File: config.mk
export PLATFORM = sky130hd
export DESIGN_NAME = tuning_word_gen
export DESIGN_NICKNAME = d
export VERILOG_FILES = /design/src/rtl/tpg_pkg.sv /design/src/rtl/tpg_rdiv.sv /design/src/rtl/tpg_chan_reg.sv /design/src/rtl/tuning_word_gen.sv
export SDC_FILE = /design/constraint.sdc
export NUM_CORES = 1
export LEC_CHECK = 0
export BUFFER_PORTS_ARGS = -buffer_cell sky130_fd_sc_hd__buf_2
export CAP_MARGIN = 10
export CORE_MARGIN = 2
export CORE_UTILIZATION = 62
export CTS_CLUSTER_SIZE = 28
export DETAILED_ROUTE_END_ITERATION = 8
export HOLD_SLACK_MARGIN = 0.06
export PLACE_DENSITY_LB_ADDON = 0.05
export SYNTH_ARGS = -nofsm -noshare
export SYNTH_HDL_FRONTEND = slang
export SYNTH_SLANG_ARGS = --single-unit
File: constraint.sdc
create_clock -name clk -period 3.7 [get_ports clk]
set_input_delay 0.74 -clock clk [delete_from_list [all_inputs] [get_ports clk]]
set_output_delay 0.74 -clock clk [all_outputs]
set_load 0.05 [all_outputs]
File: src/rtl/tpg_pkg.sv
package tpg_pkg;
  typedef enum logic {ST_IDLE, ST_RUN} tpg_state_e;
  localparam int unsigned MDEG_TURN = 360000;
endpackage

File: src/rtl/tpg_rdiv.sv
// Sequential restoring divider by a constant: one quotient bit per cycle.
// Requires num[DW+QW-1:QW] < DEN.
module tpg_rdiv #(
  parameter int unsigned     DW  = 29,
  parameter int unsigned     QW  = 32,
  parameter longint unsigned DEN = 500000000
) (
  input  logic              clk,
  input  logic              rst_n,
  input  logic              start,
  input  logic [DW+QW-1:0]  num,
  output logic              busy,
  output logic [QW-1:0]     quo
);
  localparam int unsigned CW = $clog2(QW + 1);
  localparam logic [DW:0] DEN_X = (DW+1)'(DEN);

  logic [DW-1:0] rem_q, rem_d;
  logic [QW-1:0] quo_q, quo_d;
  logic [CW-1:0] cnt_q, cnt_d;
  logic          busy_q, busy_d;
  logic [DW:0]   trial, diff;
  logic          ge, en;

  always_comb begin
    trial  = {rem_q, quo_q[QW-1]};
    diff   = trial - DEN_X;
    ge     = (trial >= DEN_X);
    en     = start | busy_q;
    rem_d  = rem_q;
    quo_d  = quo_q;
    cnt_d  = cnt_q;
    busy_d = busy_q;
    if (start) begin
      rem_d  = num[DW+QW-1:QW];
      quo_d  = num[QW-1:0];
      cnt_d  = CW'(QW);
      busy_d = 1'b1;
    end else if (busy_q) begin
      rem_d  = ge ? diff[DW-1:0] : trial[DW-1:0];
      quo_d  = {quo_q[QW-2:0], ge};
      cnt_d  = cnt_q - 1'b1;
      busy_d = (cnt_q != CW'(1));
    end
  end

  always_ff @(posedge clk or negedge rst_n) begin
    if (!rst_n) begin
      rem_q  <= '0;
      quo_q  <= '0;
      cnt_q  <= '0;
      busy_q <= 1'b0;
    end else if (en) begin
      rem_q  <= rem_d;
      quo_q  <= quo_d;
      cnt_q  <= cnt_d;
      busy_q <= busy_d;
    end
  end

  assign busy = busy_q;
  assign quo  = quo_q;
endmodule

File: src/rtl/tpg_chan_reg.sv
module tpg_chan_reg #(
  parameter int unsigned FTW_W = 32,
  parameter int unsigned PH_W  = 14
) (
  input  logic             clk,
  input  logic             rst_n,
  input  logic             wr,
  input  logic [FTW_W-1:0] ftw_in,
  input  logic [PH_W-1:0]  pw_in,
  output logic [FTW_W-1:0] ftw,
  output logic [PH_W-1:0]  pw
);
  always_ff @(posedge clk or negedge rst_n) begin
    if (!rst_n) begin
      ftw <= '0;
      pw  <= '0;
    end else if (wr) begin
      ftw <= ftw_in;
      pw  <= pw_in;
    end
  end
endmodule

File: src/rtl/tuning_word_gen.sv
module tuning_word_gen
  import tpg_pkg::*;
#(
  parameter longint unsigned CLK_HZ = 500000000,
  parameter int unsigned     FREQ_W = 28,
  parameter int unsigned     FMIN   = 100000,
  parameter int unsigned     FMAX   = 200000000,
  parameter int unsigned     FTW_W  = 32,
  parameter int unsigned     PH_W   = 14,
  parameter int unsigned     MDEG_W = 19
) (
  input  logic              clk,
  input  logic              rst_n,
  input  logic              cmd_valid,
  input  logic              cmd_chan,
  input  logic              cmd_coherent,
  input  logic [FREQ_W-1:0] cmd_freq,
  input  logic [MDEG_W-1:0] cmd_phase,
  output logic              busy,
  output logic              err,
  output logic              upd,
  output logic [FTW_W-1:0]  ftw0,
  output logic [FTW_W-1:0]  ftw1,
  output logic [PH_W-1:0]   pw0,
  output logic [PH_W-1:0]   pw1
);
  localparam int unsigned FDEN_W = $clog2(CLK_HZ + 1);
  localparam int unsigned FNUM_W = FDEN_W + FTW_W;
  localparam int unsigned PDEN_W = $clog2(MDEG_TURN + 1);
  localparam int unsigned PQ_W   = PH_W + 1;
  localparam int unsigned PNUM_W = PDEN_W + PQ_W;
  localparam int unsigned NCH    = 2;

  tpg_state_e          state_q, state_d;
  logic                chan_q, coh_q, err_q, err_d, upd_q;
  logic                accept, in_range, go, fin;
  logic                fbusy, pbusy;
  logic [MDEG_W-1:0]   mdeg_red;
  logic [FNUM_W-1:0]   fnum;
  logic [PNUM_W-1:0]   pnum;
  logic [FTW_W-1:0]    fquo;
  logic [PQ_W-1:0]     pquo;
  logic [FTW_W-1:0]    ftw_o [NCH];
  logic [PH_W-1:0]     pw_o  [NCH];

  always_comb begin
    accept   = cmd_valid & (state_q == ST_IDLE);
    in_range = (cmd_freq >= FREQ_W'(FMIN)) && (cmd_freq <= FREQ_W'(FMAX));
    go       = accept & in_range;
    mdeg_red = (cmd_phase >= MDEG_W'(MDEG_TURN)) ? (cmd_phase - MDEG_W'(MDEG_TURN)) : cmd_phase;
    fnum     = (FNUM_W'(cmd_freq) << FTW_W) + FNUM_W'(CLK_HZ / 2);
    pnum     = (PNUM_W'(mdeg_red) << PH_W) + PNUM_W'(MDEG_TURN / 2);
    fin      = (state_q == ST_RUN) & ~fbusy & ~pbusy;
    err_d    = accept ? ~in_range : err_q;
    state_d  = state_q;
    case (state_q)
      ST_IDLE: if (go)  state_d = ST_RUN;
      ST_RUN:  if (fin) state_d = ST_IDLE;
      default:          state_d = ST_IDLE;
    endcase
  end

  always_ff @(posedge clk or negedge rst_n) begin
    if (!rst_n) begin
      state_q <= ST_IDLE;
      err_q   <= 1'b0;
      upd_q   <= 1'b0;
      chan_q  <= 1'b0;
      coh_q   <= 1'b0;
    end else begin
      state_q <= state_d;
      err_q   <= err_d;
      upd_q   <= fin;
      if (go) begin
        chan_q <= cmd_chan;
        coh_q  <= cmd_coherent;
      end
    end
  end

  tpg_rdiv #(.DW(FDEN_W), .QW(FTW_W), .DEN(CLK_HZ)) u_fdiv (
    .clk(clk), .rst_n(rst_n), .start(go), .num(fnum), .busy(fbusy), .quo(fquo)
  );

  tpg_rdiv #(.DW(PDEN_W), .QW(PQ_W), .DEN(longint'(MDEG_TURN))) u_pdiv (
    .clk(clk), .rst_n(rst_n), .start(go), .num(pnum), .busy(pbusy), .quo(pquo)
  );

  for (genvar c = 0; c < NCH; c++) begin : g_ch
    logic            wr;
    logic [PH_W-1:0] pw_in;
    always_comb begin
      wr    = fin & (coh_q | (chan_q == 1'(c)));
      pw_in = (coh_q && (c == 0)) ? '0 : pquo[PH_W-1:0];
    end
    tpg_chan_reg #(.FTW_W(FTW_W), .PH_W(PH_W)) u_reg (
      .clk(clk), .rst_n(rst_n), .wr(wr), .ftw_in(fquo), .pw_in(pw_in),
      .ftw(ftw_o[c]), .pw(pw_o[c])
    );
  end

  assign busy = (state_q == ST_RUN);
  assign err  = err_q;
  assign upd  = upd_q;
  assign ftw0 = ftw_o[0];
  assign ftw1 = ftw_o[1];
  assign pw0  = pw_o[0];
  assign pw1  = pw_o[1];
endmodule

### Word-level counts from Yosys, hierarchy flattened

Index checks and enable logic that the tools add are counted.

| storage, ports and cells | value |
|---|---|
| register bits after elaboration | 204 |
| word-level logic and storage cells | 74 |

| operators by class | value |
|---|---|
| $lt $le $gt $ge | 5 |
| equal/unequal tests | 2 |
| reduce and logical (&&, ||, !) cells | 5 |
| add/subtract/negate cells | 7 |
| bitwise gates (word level) | 15 |
| mux-type cells | 23 |

Operators by type and width:

| cell | number |
|---|---|
| $mux W29 | 3 |
| $mux W19 | 4 |
| $mux W32 | 2 |
| $add A60 B28 Y61 const B | 1 |
| $sub A19 B19 Y19 const B | 2 |
| $add A33 B18 Y34 const B | 1 |
| $ge A30 B29 Y1 const B | 1 |
| $mux W15 | 2 |
| $sub A29 B29 Y29 const B | 1 |
| $ge A28 B17 Y1 const B | 1 |
| $le A28 B28 Y1 const B | 1 |
| $ge A20 B19 Y1 const B | 1 |
| $ge A19 B19 Y1 const B | 1 |
| $mux W14 | 1 |
| $mux W6 | 2 |
| $mux W4 | 2 |
| $and A1 B1 Y1 | 6 |
| $mux W1 | 6 |
| $ne A6 B1 Y1 const B | 1 |
| $sub A6 B1 Y6 const B | 1 |
| $not A1 Y1 | 5 |
| $ne A4 B1 Y1 const B | 1 |
| $or A1 B1 Y1 | 4 |
| $reduce_and A2 Y1 | 2 |
| 4 further kinds | 5 |

### Longest topological paths before layout

Gate-level depths: netlist (run 1).

| depth | value |
|---|---|
| depth in word-level cells | 5 |
| gate-level depth with buffers | 11 |

### Hierarchy

From an unflattened synthesis (run 1), not the netlist that was laid out.

| unflattened totals | value |
|---|---|
| cells, all modules | 997 |
| area total of the unflattened synthesis | 11109.4 um2 |

By module, submodules not included:

| module | cells an instance | times used | area an instance (um2) |
|---|---|---|---|
| tpg_chan_reg | 97 | 2 | 1910.6 |
| tpg_rdiv at u_fdiv | 391 | 1 | 3764.9 |
| tpg_rdiv at u_pdiv | 232 | 1 | 2175.8 |
| tuning_word_gen | 180 | 1 | 1347.5 |

### Worst setup path before layout (run 1)

Ideal clock, no wire load.

| timing | value |
|---|---|
| path type | input to register |
| start point | input port cmd_phase[7] |
| end point | register u_pdiv.rem_q[13] |
| arrival time | 2966 ps |
| slack | 614 ps |
| data required time | 3580 ps |
| path buffers | 2 |
| stages | 11 |
| setup time | 120 ps |
| path through | clkbuf_1 inv_1 ha_1 nor4b_1 a21oi_1 o21a_1 buf_6 mux2i_2 nand3_2 or3_1 a31o_1 |

| on the way | value |
|---|---|
| longest elaborated chain between the ends | 4 |
| elaborated cells on any way between the ends | 5 |

RTL lines:

| what | RTL line | source |
|---|---|---|
| from (decl) | tuning_word_gen.sv:18 | `input logic [MDEG_W-1:0] cmd_phase,` |
| $sub A19 B19 Y19 / $ge A19 B19 Y1 (equally long branches) | tuning_word_gen.sv:50 | `mdeg_red = (cmd_phase >= MDEG_W'(MDEG_TURN)) ? (cmd_phase - MDEG_W'(MDEG_TURN)) : cmd_phase;` |
| $mux W19 (*) | tuning_word_gen.sv:50 |  |
| $add A33 B18 Y34 (*) | tuning_word_gen.sv:52 | `pnum = (PNUM_W'(mdeg_red) << PH_W) + PNUM_W'(MDEG_TURN / 2);` |
| $mux W19 (*) | tpg_rdiv.sv:34 | `if (start) begin` |
| to (signal assigned) | tpg_rdiv.sv:54 | `rem_q <= rem_d;` |
| to (decl) | tpg_rdiv.sv:18 | `logic [DW-1:0] rem_q, rem_d;` |

Every way passes the cells marked *; elsewhere a longest branch is shown, timed or not.
A chain may end at the register's enable or synchronous reset.

### Final worst setup path (run 1)

| timing | value |
|---|---|
| start point | register u_fdiv.rem_q[7] |
| end point | register u_fdiv.rem_q[21] |

| on the way | value |
|---|---|
| longest elaborated chain between the ends | 4 |
| elaborated cells on any way between the ends | 5 |

RTL lines:

| what | RTL line | source |
|---|---|---|
| from (decl) | tpg_rdiv.sv:18 |  |
| from (signal assigned) | tpg_rdiv.sv:54 |  |
| $sub A29 B29 Y29 / $ge A30 B29 Y1 (equally long branches) | tpg_rdiv.sv:27, tpg_rdiv.sv:28 |  |
| $mux W29 (*) | tpg_rdiv.sv:40 | `rem_d = ge ? diff[DW-1:0] : trial[DW-1:0];` |
| $mux W29 (*) | tpg_rdiv.sv:39 | `end else if (busy_q) begin` |
| $mux W29 (*) | tpg_rdiv.sv:34 |  |

Every way passes the cells marked *; elsewhere a longest branch is shown, timed or not. The select of a mux whose other input is x is not followed.

==> flow_summary.ini, run 1 <==
[timing]
fmax_mhz = 327
max_slew_margin_pct = 27.1
worst_pin_slew_ns = 1.09
rsz0062_at_grt = false
tns_ns = 0
hold_viol_final = 0
fin_crit_sh_pct = 82.7
setup_viol = 0
fin_crit_ns = 3.06
fin_skew_ns = 0.00870
final-max-slew-violation-count = 0
timing.hold.ws_ns = 0.214

[placement]
dpl_cell_area_mm2 = 0.0111
portBuffers = 146
dp.final_hpwl_mm = 15.6
gp_congestion = 0.853

[clock_network]
cts_tree = built
htree_levels = 1
root_buffer = clkbuf_16
cts_sinks = 204
clkTransAtPathRegs_ns = 0.06
ctsResizeCount = 0
post-cts-setup-buffers = 0
worst_skew_pair.late_latency_ns = 0.50
numCtsBuffers = 23
max-clock-path-buffers = 3
hold_buffers = 0

[critical_path]
startpoint_type = flop
path_class = reg -> reg
cp_max_fo = 18
endpoint_kind = flop
required_ns = 4.14
cp.arrival_ns = 3.50

[power_and_ir_drop]
powerDensity_mw_per_mm2 = 979
p_total_mw = 11.6
vdd_drop_max_mv = 0.722
leakagePower_nw = 5.89

[routing]
drt_iter0_drc = 600
vias = 7880
route.antenna.remaining_nets = 0
drtPass1Iterations = 5
wl_per_cell_um = 17.8
drc_errors = 0
wirelength_mm = 23.5
vias_per_cell = 5.96

[synthesis]
synth_edf_count = 0
syn_avg_cell_area_um2 = 10.6
netlist.area_leader.share_pct = 50.1
synth_area_leader_cell = dfrtp_1
synthTopCellsByArea = dfrtp_1 (50%), mux2_2 (8.6%), mux2i_1 (6.3%)
synth-seq-cells = 204
yosysSeqAreaShare_pct = 50.1
syn_area_mm2 = 0.0102
synthesis.nets = 1023
synth_top_flop_cell = dfrtp_1
async_flop_share_pct = 100
ys_types = 71
yosys_warnings = 0
synth_cells = 960

[global_routing]
grtUsageTotal_pct = 27.0
grt_remaining_overflow = 0
grt_pass1_vias = 7703
grt_max_degree = 81
grt_first_pass_wirelength_mm = 39.2
grt_antenna_before_repair = 0

[cells_and_area]
finalInstanceArea_mm2 = 0.0119
drive_above_1_share_pct = 26.5
nets = 1153
antennaDiodeCount = 0
area_delta_synth_final_pct = 16.4
final_util_pct = 74.2

[status]
status = finished, final reports clean

[floorplan]
die_h_um = 132
dieArea_mm2 = 0.0175
coreArea_mm2 = 0.0160
start_util_pct = 63.7
dieWidth_um = 132
rows = 46
io_pins = 147

[hold_path]
hold_class = in -> async

[flow_run]
cap_violations = 0
==> sequential cells by signal (all words and copies together), names as in the netlist, 4 cells and up <==
register,flops
g_ch.u_reg.pw,28
u_pdiv.cnt_q,4
u_fdiv.cnt_q,6
u_fdiv.rem_q,29
u_pdiv.quo,15
u_pdiv.rem_q,19
u_fdiv.quo,32
g_ch.u_reg.ftw,64
==> layout by cell type, fill, tap and decap left out, drive strengths merged, types with 6 or more instances in the layout <==
cell type	netlist	layout
xnor2	17	17
nand2	96	96
inv	19	20
nor2	77	77
a21o	14	14
nand4	8	8
and3	10	10
o211ai	15	15
dfrtp	204	204
buf	18	161
o21ai	69	69
nor3	13	13
mux2i	65	65
nand3	13	13
clkbuf	39	33
a21oi	20	20
nor4	14	14
or3	15	15
a22o	17	17
ha	11	11
xor2	14	14
mux2	79	79
a31oi	7	7
o21a	6	6
a311oi	9	9
nor2b	10	10
o31ai	11	11
or4	6	6
a211oi	11	11
==> cell type report <==
| cell class | count | area [µm²] |
|---|---|---|
| tap | 216 | 270 |
| sequential | 204 | 5110 |
| fill | 1170 | 4130 |
| clock buffer | 32 | 639 |
| clock inverter | 9 | 87.6 |
| inverter | 19 | 71.3 |
| timing repair buffer | 162 | 897 |
| multi-input combinational | 680 | 4790 |
==> routing by layer <==
| metal | GRT usage, % | vias up | routed length [µm] | part of all wire, % |
|---|---|---|---|---|
| met5 | 0 | - | 0 | 0 |
| met4 | 5.91 | 0 | 423 | 1.8 |
| met3 | 3.92 | 35 | 1140 | 4.8 |
| met2 | 45.4 | 227 | 11600 | 49 |
| met1 | 37.6 | 3869 | 10300 | 44 |
| li1 | - | 3749 | - | - |
==> cell usage after synthesis, types with 13 or more instances <==
library cell	number
dfrtp_1	204
nand2_1	96
mux2_2	78
nor2_1	77
o21ai_0	65
mux2i_1	64
clkbuf_1	38
a21oi_1	20
inv_1	19
a22o_1	17
xnor2_1	17
or3_1	15
a21o_1	14
xor2_1	14
nor3_1	13
nor4_1	13
o211ai_1	13
==> power by group <==
| group | internal, mW | leakage [nW] | switching (mW) | total [mW] |
|---|---|---|---|---|
| Sequential | 3.27 | 2.55 | 0.944 | 4.22 |
| Clock | 1.28 | 0.343 | 0.883 | 2.16 |
| Combinational | 1.90 | 3.00 | 3.33 | 5.23 |
==> through the flow <==
step	worst slack, ns	cells
3_5_place_dp	0.382	1281
5_1_grt	0.359	1322
2_1_floorplan	0.614	960
4_1_cts	0.687	1322
3_3_place_gp	0.455	1281
6_report	0.640	1322
==> cell families (layout without fill, tap and decap cells) <==
| family | count (synthesis) | in the layout | share of synthesized area (%) |
|---|---|---|---|
| XOR/XNOR | 31 | 31 | 2.66 |
| multiplexers | 144 | 144 | 15.1 |
| buffers and inverters | 76 | 222 | 3.20 |
| AO/OA/AOI/OAI | 208 | 208 | 13.9 |
| adder cells (fa/ha/maj) | 11 | 11 | 1.35 |
| flip-flops | 204 | 204 | 50.1 |
| AND/OR/NAND/NOR | 286 | 286 | 13.7 |
==> critical path, cell delays in order (launching register included) <==
cell,delay (ns)
dfrtp_1,0.43
inv_1,0.07
ha_1,0.21
nor2b_1,0.27
o311a_1,0.30
o211ai_1,0.30
and3_1,0.48
or4_1,0.54
a311oi_1,0.27
a21o_1,0.12
==> path summary, 6_finish.rpt <==
path / depth (start not counted) / startpoint / to / slack, ns
min: 1 / rst_n / u_fdiv.rem_q[14]$_DFFE_PN0P_ / 0.21
max in group asynchronous: 2 / rst_n / g_ch[0].u_reg.pw[5]$_DFFE_PN0P_ / 2.69
min reg2reg: 1 / g_ch[1].u_reg.pw[3]$_DFFE_PN0P_ / g_ch[1].u_reg.pw[3]$_DFFE_PN0P_ / 0.50
max: 9 / u_fdiv.rem_q[7]$_DFFE_PN0P_ / u_fdiv.rem_q[21]$_DFFE_PN0P_ / 0.64
max reg2reg: 9 / u_fdiv.rem_q[7]$_DFFE_PN0P_ / u_fdiv.rem_q[21]$_DFFE_PN0P_ / 0.64
min in group clk: 2 / cmd_freq[16] / u_fdiv.rem_q[16]$_DFFE_PN0P_ / 0.46
Note: power is estimated with default switching activity, not from simulation.
==> run 2: changes to the inputs <==
ABC_AREA = 1   (was default)
CORE_UTILIZATION = 52   (was 62)
clock period = 2.7 ns   (was 3.7 ns; I/O delays follow)
==> run 2 against run 1 <==
  * Synthesized cell count grew 29%
  * Via count grew 11%
  * Fmax grew 33%
  * Critical path type unchanged
  * Highest routed layer unchanged
==> flow_summary.ini, run 2 <==
[hold_path]
hold_class = in -> reg
whs_path_depth = 3
hold_end = chan_q$_DFFE_PN0P_
hp-start = cmd_chan

[power_and_ir_drop]
powerDensity_mw_per_mm2 = 543
p_total_mw = 6.61
vdd_drop_max_mv = 0.358
leakagePower_nw = 6.24

[cells_and_area]
area_delta_synth_final_pct = 19.5
layout_common_cells = nand2_1 (329), dfrtp_1 (204), buf_2 (145)
nets = 1457
top_register = g_ch.u_reg.ftw
final_util_pct = 63.0
antennaDiodeCount = 0
drive_above_1_share_pct = 19.0
finalInstanceArea_mm2 = 0.0122
largest_register_ffs = 64
final_common_cell = nand2_1

[clock_network]
ctsResizeCount = 0
clkTransAtPathRegs_ns = 0.07
post-cts-setup-buffers = 0
htree_levels = 1
numCtsBuffers = 22
worst_skew_pair.late_latency_ns = 0.50
max-clock-path-buffers = 3
cts_sinks = 204
cts_tree = built
root_buffer = clkbuf_16
hold_buffers = 1

[critical_path]
startpoint_type = flop
reg2reg_from = u_pdiv.rem_q[5]$_DFFE_PN0P_
cp_cell_sequence = inv_1 > ha_1 > a211oi_1 > nand2_1 > nand3_1 > nand3_1 > o21ai_0 > nand3_1 > nand3_1 > nand2_1
reg2reg_to = u_pdiv.rem_q[11]$_DFFE_PN0P_
crit_slowest_cell = a211oi_1
cp_max_fo = 13
path_class = reg -> reg
reg2regPathDepth = 10
endpoint_kind = flop
required_ns = 3.08
path_buf_inv = 1
crit_family = simple AND/OR/NAND/NOR gates
cpMostUsedCell = nand3_1
slowest_delay_ns = 0.41
ff2ff_setup_slack_ns = 0.40
cp.arrival_ns = 2.68

[routing]
vias = 8761
route.antenna.remaining_nets = 0
drc_errors = 0
drtPass1Iterations = 4
wl_per_cell_um = 14.8
drt_iter0_drc = 588
vias_per_cell = 5.23
wirelength_mm = 24.7

[floorplan]
die_h_um = 144
io_pins = 147
dieArea_mm2 = 0.0207
dieWidth_um = 144
start_util_pct = 52.7
coreArea_mm2 = 0.0193
rows = 51

[synthesis]
synthesis.nets = 1306
syn_avg_cell_area_um2 = 8.20
yosys_warnings = 0
syn_area_mm2 = 0.0102
synth-seq-cells = 204
synth_area_leader_cell = dfrtp_1
synth_most_common_cell = nand2_1
ys_types = 43
netlist.area_leader.share_pct = 50.1
synth_top_flop_cell = dfrtp_1
synth_common_cells = nand2_1 (330), dfrtp_1 (204), inv_1 (133), o21ai_0 (133), nor2_1 (70)
synth_edf_count = 0
yosysSeqAreaShare_pct = 50.1
async_flop_share_pct = 100
synth_cells = 1243
synthTopCellsByArea = dfrtp_1 (50%), nand2_1 (12%), o21ai_0 (6.5%)

[placement]
dpl_cell_area_mm2 = 0.0114
gp_congestion = 0.883
portBuffers = 146
dp.final_hpwl_mm = 17.5

[timing]
timing.hold.ws_ns = 0.241
tns_ns = 0
rsz0062_at_grt = false
fin_skew_ns = 0.0102
fin_crit_ns = 2.30
fmax_mhz = 435
fin_crit_sh_pct = 85.1
final-max-slew-violation-count = 0
max_slew_margin_pct = 35.2
hold_viol_final = 0
worst_pin_slew_ns = 0.968
setup_viol = 0

[global_routing]
grt_first_pass_wirelength_mm = 40.6
grt_pass1_vias = 8071
grt_max_degree = 60
grtUsageTotal_pct = 24.1
grt_antenna_before_repair = 0
grt_remaining_overflow = 0

[status]
status = finished, final reports clean

[flow_run]
cap_violations = 0
run 2: cell types whose count changed after synthesis, sizes merged, moves of 61 or more:
cell / previous run / this run
inv: 19 / 142
nand3: 13 / 74
nand2: 96 / 348
mux2: 79 / 0
o21ai: 69 / 144
mux2i: 65 / 0
run 2: how the worst max path moves through the flow:
stage	from	to	cells past startpoint
6_report	u_pdiv.rem_q[5]$_DFFE_PN0P_	u_pdiv.rem_q[11]$_DFFE_PN0P_	10
3_5_place_dp	cmd_phase[7]	u_pdiv.rem_q[16]$_DFFE_PN0P_	17
2_1_floorplan	cmd_phase[7]	u_pdiv.rem_q[16]$_DFFE_PN0P_	15
4_1_cts	u_pdiv.rem_q[5]$_DFFE_PN0P_	u_pdiv.rem_q[11]$_DFFE_PN0P_	10
3_3_place_gp	cmd_phase[7]	u_pdiv.rem_q[16]$_DFFE_PN0P_	17
5_1_grt	u_pdiv.rem_q[6]$_DFFE_PN0P_	u_pdiv.rem_q[11]$_DFFE_PN0P_	10
run 2: worst register-to-register path: cells and delay by family (launching register included):
kind / cells / cell delay, ns
simple gates: 6 / 0.92
compound gates: 2 / 0.60
flops: 1 / 0.38
fa+ha+maj: 1 / 0.23
buf+inv: 1 / 0.07
run 2: through the flow:
stage,worst slack (ns),instances
after CTS,0.415,1675
after detailed placement,-0.00388,1634
after global placement,-0.0150,1634
final,0.403,1675
after floorplan,0.602,1243
after global routing,0.184,1675
run 2: cell families after synthesis:
family,count (synthesis),share of synthesized area [%]
adders and majority gates,11,1.35
buffers and inverters,194,7.78
DFF,204,50.1
and+or+nand+nor,546,23.5
AOI/OAI and AO/OA,249,13.9
xor gates and xnor gates,39,3.35
run 2: where the power goes:
part / internal [mW] / switching, mW / total (mW) / leakage [nW]
Combinational: 0.101 / 0.215 / 0.316 / 3.21
Sequential: 3.06 / 0 / 3.06 / 2.65
Clock: 2.01 / 1.23 / 3.23 / 0.387
Total: 5.16 / 1.44 / 6.61 / 6.24
run 2: area by class of cell:
cell class / instances / area (µm²)
well taps: 265 / 332
flip-flops and latches: 204 / 5100
clock inverters: 12 / 174
clock buffers: 28 / 614
fillers: 1749 / 7160
repair buffers: 178 / 1110
inverters: 143 / 538
multi-input cells: 845 / 4310
run 2: routing by layer:
layer | vias to the layer above | routed length (µm) | GRT usage [%]
met5 | - | 0 | 0
met4 | 0 | 362 | 5.11
met3 | 30 | 1070 | 2.28
met2 | 201 | 11500 | 39.1
met1 | 4155 | 11800 | 35.6
li1 | 4375 | - | -
==> run 3: changes to the inputs <==
CORE_UTILIZATION = 53   (was 52)
SLEW_MARGIN = 20   (was default)
SYNTH_HIERARCHICAL = 1   (was default)
==> run 3 against run 2 <==
  * Fmax up 9.3%
  * Non-clock buffer count up 2
  * Critical path depth up 2
  * Sequential power rose by 90%
  * Clock-buffer cell count increased by 4
  * First-iteration DRC count is 12% higher
  * Critical endpoint is now u_fdiv/cnt_q[5]$_DFFE_PN0P_
  * Clock power about the same
  * Clock skew rose by 0.0092 ns
  * Core utilization increased by 0.26 points
==> flow_summary.ini, run 3 <==
[hold_path]
hp-start = cmd_coherent
hold_end = coh_q$_DFFE_PN0P_
hold_class = in -> reg
whs_path_depth = 3

[global_routing]
grt_first_pass_wirelength_mm = 46.3
grt_pass1_vias = 9309
grt_max_degree = 61
grt_antenna_before_repair = 0
grt_remaining_overflow = 0
grtUsageTotal_pct = 25.0

[power_and_ir_drop]
p_clk_share_pct = 18.4
switching_share_pct = 49.0
seq_power_share_pct = 33.1
pwr-share-comb_pct = 48.5
vdd_drop_max_mv = 0.620
p_int_mw = 8.97
powerDensity_mw_per_mm2 = 1320
leakagePower_nw = 7.12
p_sw_mw = 8.62
p_total_mw = 17.6

[timing]
max_slew_margin_pct = 39.9
worst_pin_slew_ns = 0.902
fmax_mhz = 476
fin_crit_sh_pct = 77.8
fin_crit_ns = 2.10
setup_viol = 0
timing.hold.ws_ns = 0.258
rsz0062_at_grt = false
hold_viol_final = 0
final-max-slew-violation-count = 0
tns_ns = 0
fin_skew_ns = 0.0194

[synthesis]
syn_avg_cell_area_um2 = 7.48
syn_area_mm2 = 0.0114
synth_cells = 1520
yosys_warnings = 6

[cells_and_area]
area_delta_synth_final_pct = 16.9
drive_above_1_share_pct = 16.2
nets = 1774
top_register = g_ch.u_reg/ftw
largest_register_ffs = 64
antennaDiodeCount = 0
final_common_cell = nand2_1
num-fill-cells = 1916
layout_common_cells = nand2_1 (613), dfrtp_1 (204), inv_1 (170)

[floorplan]
dieWidth_um = 150
die_h_um = 150
dieArea_mm2 = 0.0226
coreArea_mm2 = 0.0210
io_pins = 147
rows = 53
start_util_pct = 54.1

[clock_network]
clkTransAtPathRegs_ns = 0.06
cts_sinks = 204
numCtsBuffers = 23
htree_levels = 1
cts_tree = built
ctsResizeCount = 0
max-clock-path-buffers = 3
root_buffer = clkbuf_16
worst_skew_pair.late_latency_ns = 0.51

[critical_path]
reg2regPathDepth = 11
startpoint_type = primary input
path_class = in -> reg
reg2reg_to = u_fdiv/rem_q[24]$_DFFE_PN0P_
critPathLaunch = cmd_freq[7]
reg2reg_from = u_fdiv/rem_q[7]$_DFFE_PN0P_
cp_max_fo = 7
endpoint_kind = flop
ff2ff_setup_slack_ns = 0.66
required_ns = 3.09
cp.arrival_ns = 2.49

[status]
status = finished, final reports clean

[routing]
wl_per_cell_um = 14.1
route.antenna.remaining_nets = 0
drt_iter0_drc = 657
drc_errors = 0
vias = 10200
drtPass1Iterations = 6
wirelength_mm = 28.2
vias_per_cell = 5.09

[flow_run]
cap_violations = 0

[placement]
dp.final_hpwl_mm = 19.7
portBuffers = 146
gp_congestion = 0.887
run 3: critical path, stage by stage:
cell	delay (ns)
buf_2	0.11
or2_2	0.28
nor4_1	0.30
nand4_1	0.11
nand2_1	0.07
nand2_1	0.11
nor2_4	0.21
nor2_2	0.10
nor4_1	0.29
nand3b_1	0.14
a21oi_1	0.13
o21ai_0	0.08
run 3: worst max-delay path by stage:
| stage | end | slack, ns | cells past startpoint |
|---|---|---|---|
| 2_1_floorplan | u_fdiv/quo[20]$_DFFE_PN0P_ | 0.008 | 11 |
| 3_3_place_gp | u_pdiv/quo[9]$_DFFE_PN0P_ | 0.15 | 10 |
| 3_5_place_dp | u_fdiv/cnt_q[5]$_DFFE_PN0P_ | 0.04 | 12 |
| 4_1_cts | u_pdiv/rem_q[3]$_DFFE_PN0P_ | 0.60 | 10 |
| 5_1_grt | u_fdiv/cnt_q[5]$_DFFE_PN0P_ | 0.36 | 12 |
| 6_report | u_fdiv/cnt_q[5]$_DFFE_PN0P_ | 0.60 | 12 |
run 3: area by class of cell:
class	count	area (µm²)	share of cell area, %
Multi-Input combinational cell	1116	5280	39.7
Tap cell	275	344	2.59
Timing Repair Buffer	180	1070	8.07
Inverter	186	698	5.25
Clock inverter	9	131	0.988
Sequential cell	204	5100	38.4
Clock buffer	32	659	4.96
run 3: repair_timing:
action	in CTS	in global routing
endpoints found under the hold margin	57	0
hold buffers	1	0
setup buffers	0	0
setup endpoints to repair	0	0
run 3: power groups by stage:
stage	clock network (mW)	registers, mW	logic, mW
6_report	3.24	5.82	8.53
5_1_grt	3.45	6.01	9.46
4_1_cts	3.31	5.81	8.55
3_5_place_dp	0	5.84	8.52
3_3_place_gp	0	5.83	8.39
2_1_floorplan	0	7.88	4.29
run 3: metal layers:
metal  global-route usage [%]  vias to the layer above  part of all wire, %
li1                         -                     5175                    -
met1                     36.6                     4744                   48
met2                     40.5                      241                   46
met3                     3.21                       25                  5.5
met4                     4.29                        0                 0.92
met5                        0                        -                    0
run 3: stage by stage:
| stage | area, µm² | worst slack [ns] | util [%] | instances |
|---|---|---|---|---|
| 6_report | 13300 | 0.599 | 63.2 | 2002 |
| 4_1_cts | 13300 | 0.597 | 63.2 | 2002 |
| 5_1_grt | 13300 | 0.364 | 63.2 | 2002 |
| 3_3_place_gp | 12500 | 0.153 | 59.4 | 1960 |
| 3_5_place_dp | 12500 | 0.0385 | 59.4 | 1960 |
| 2_1_floorplan | 11500 | 0.00828 | - | 1566 |
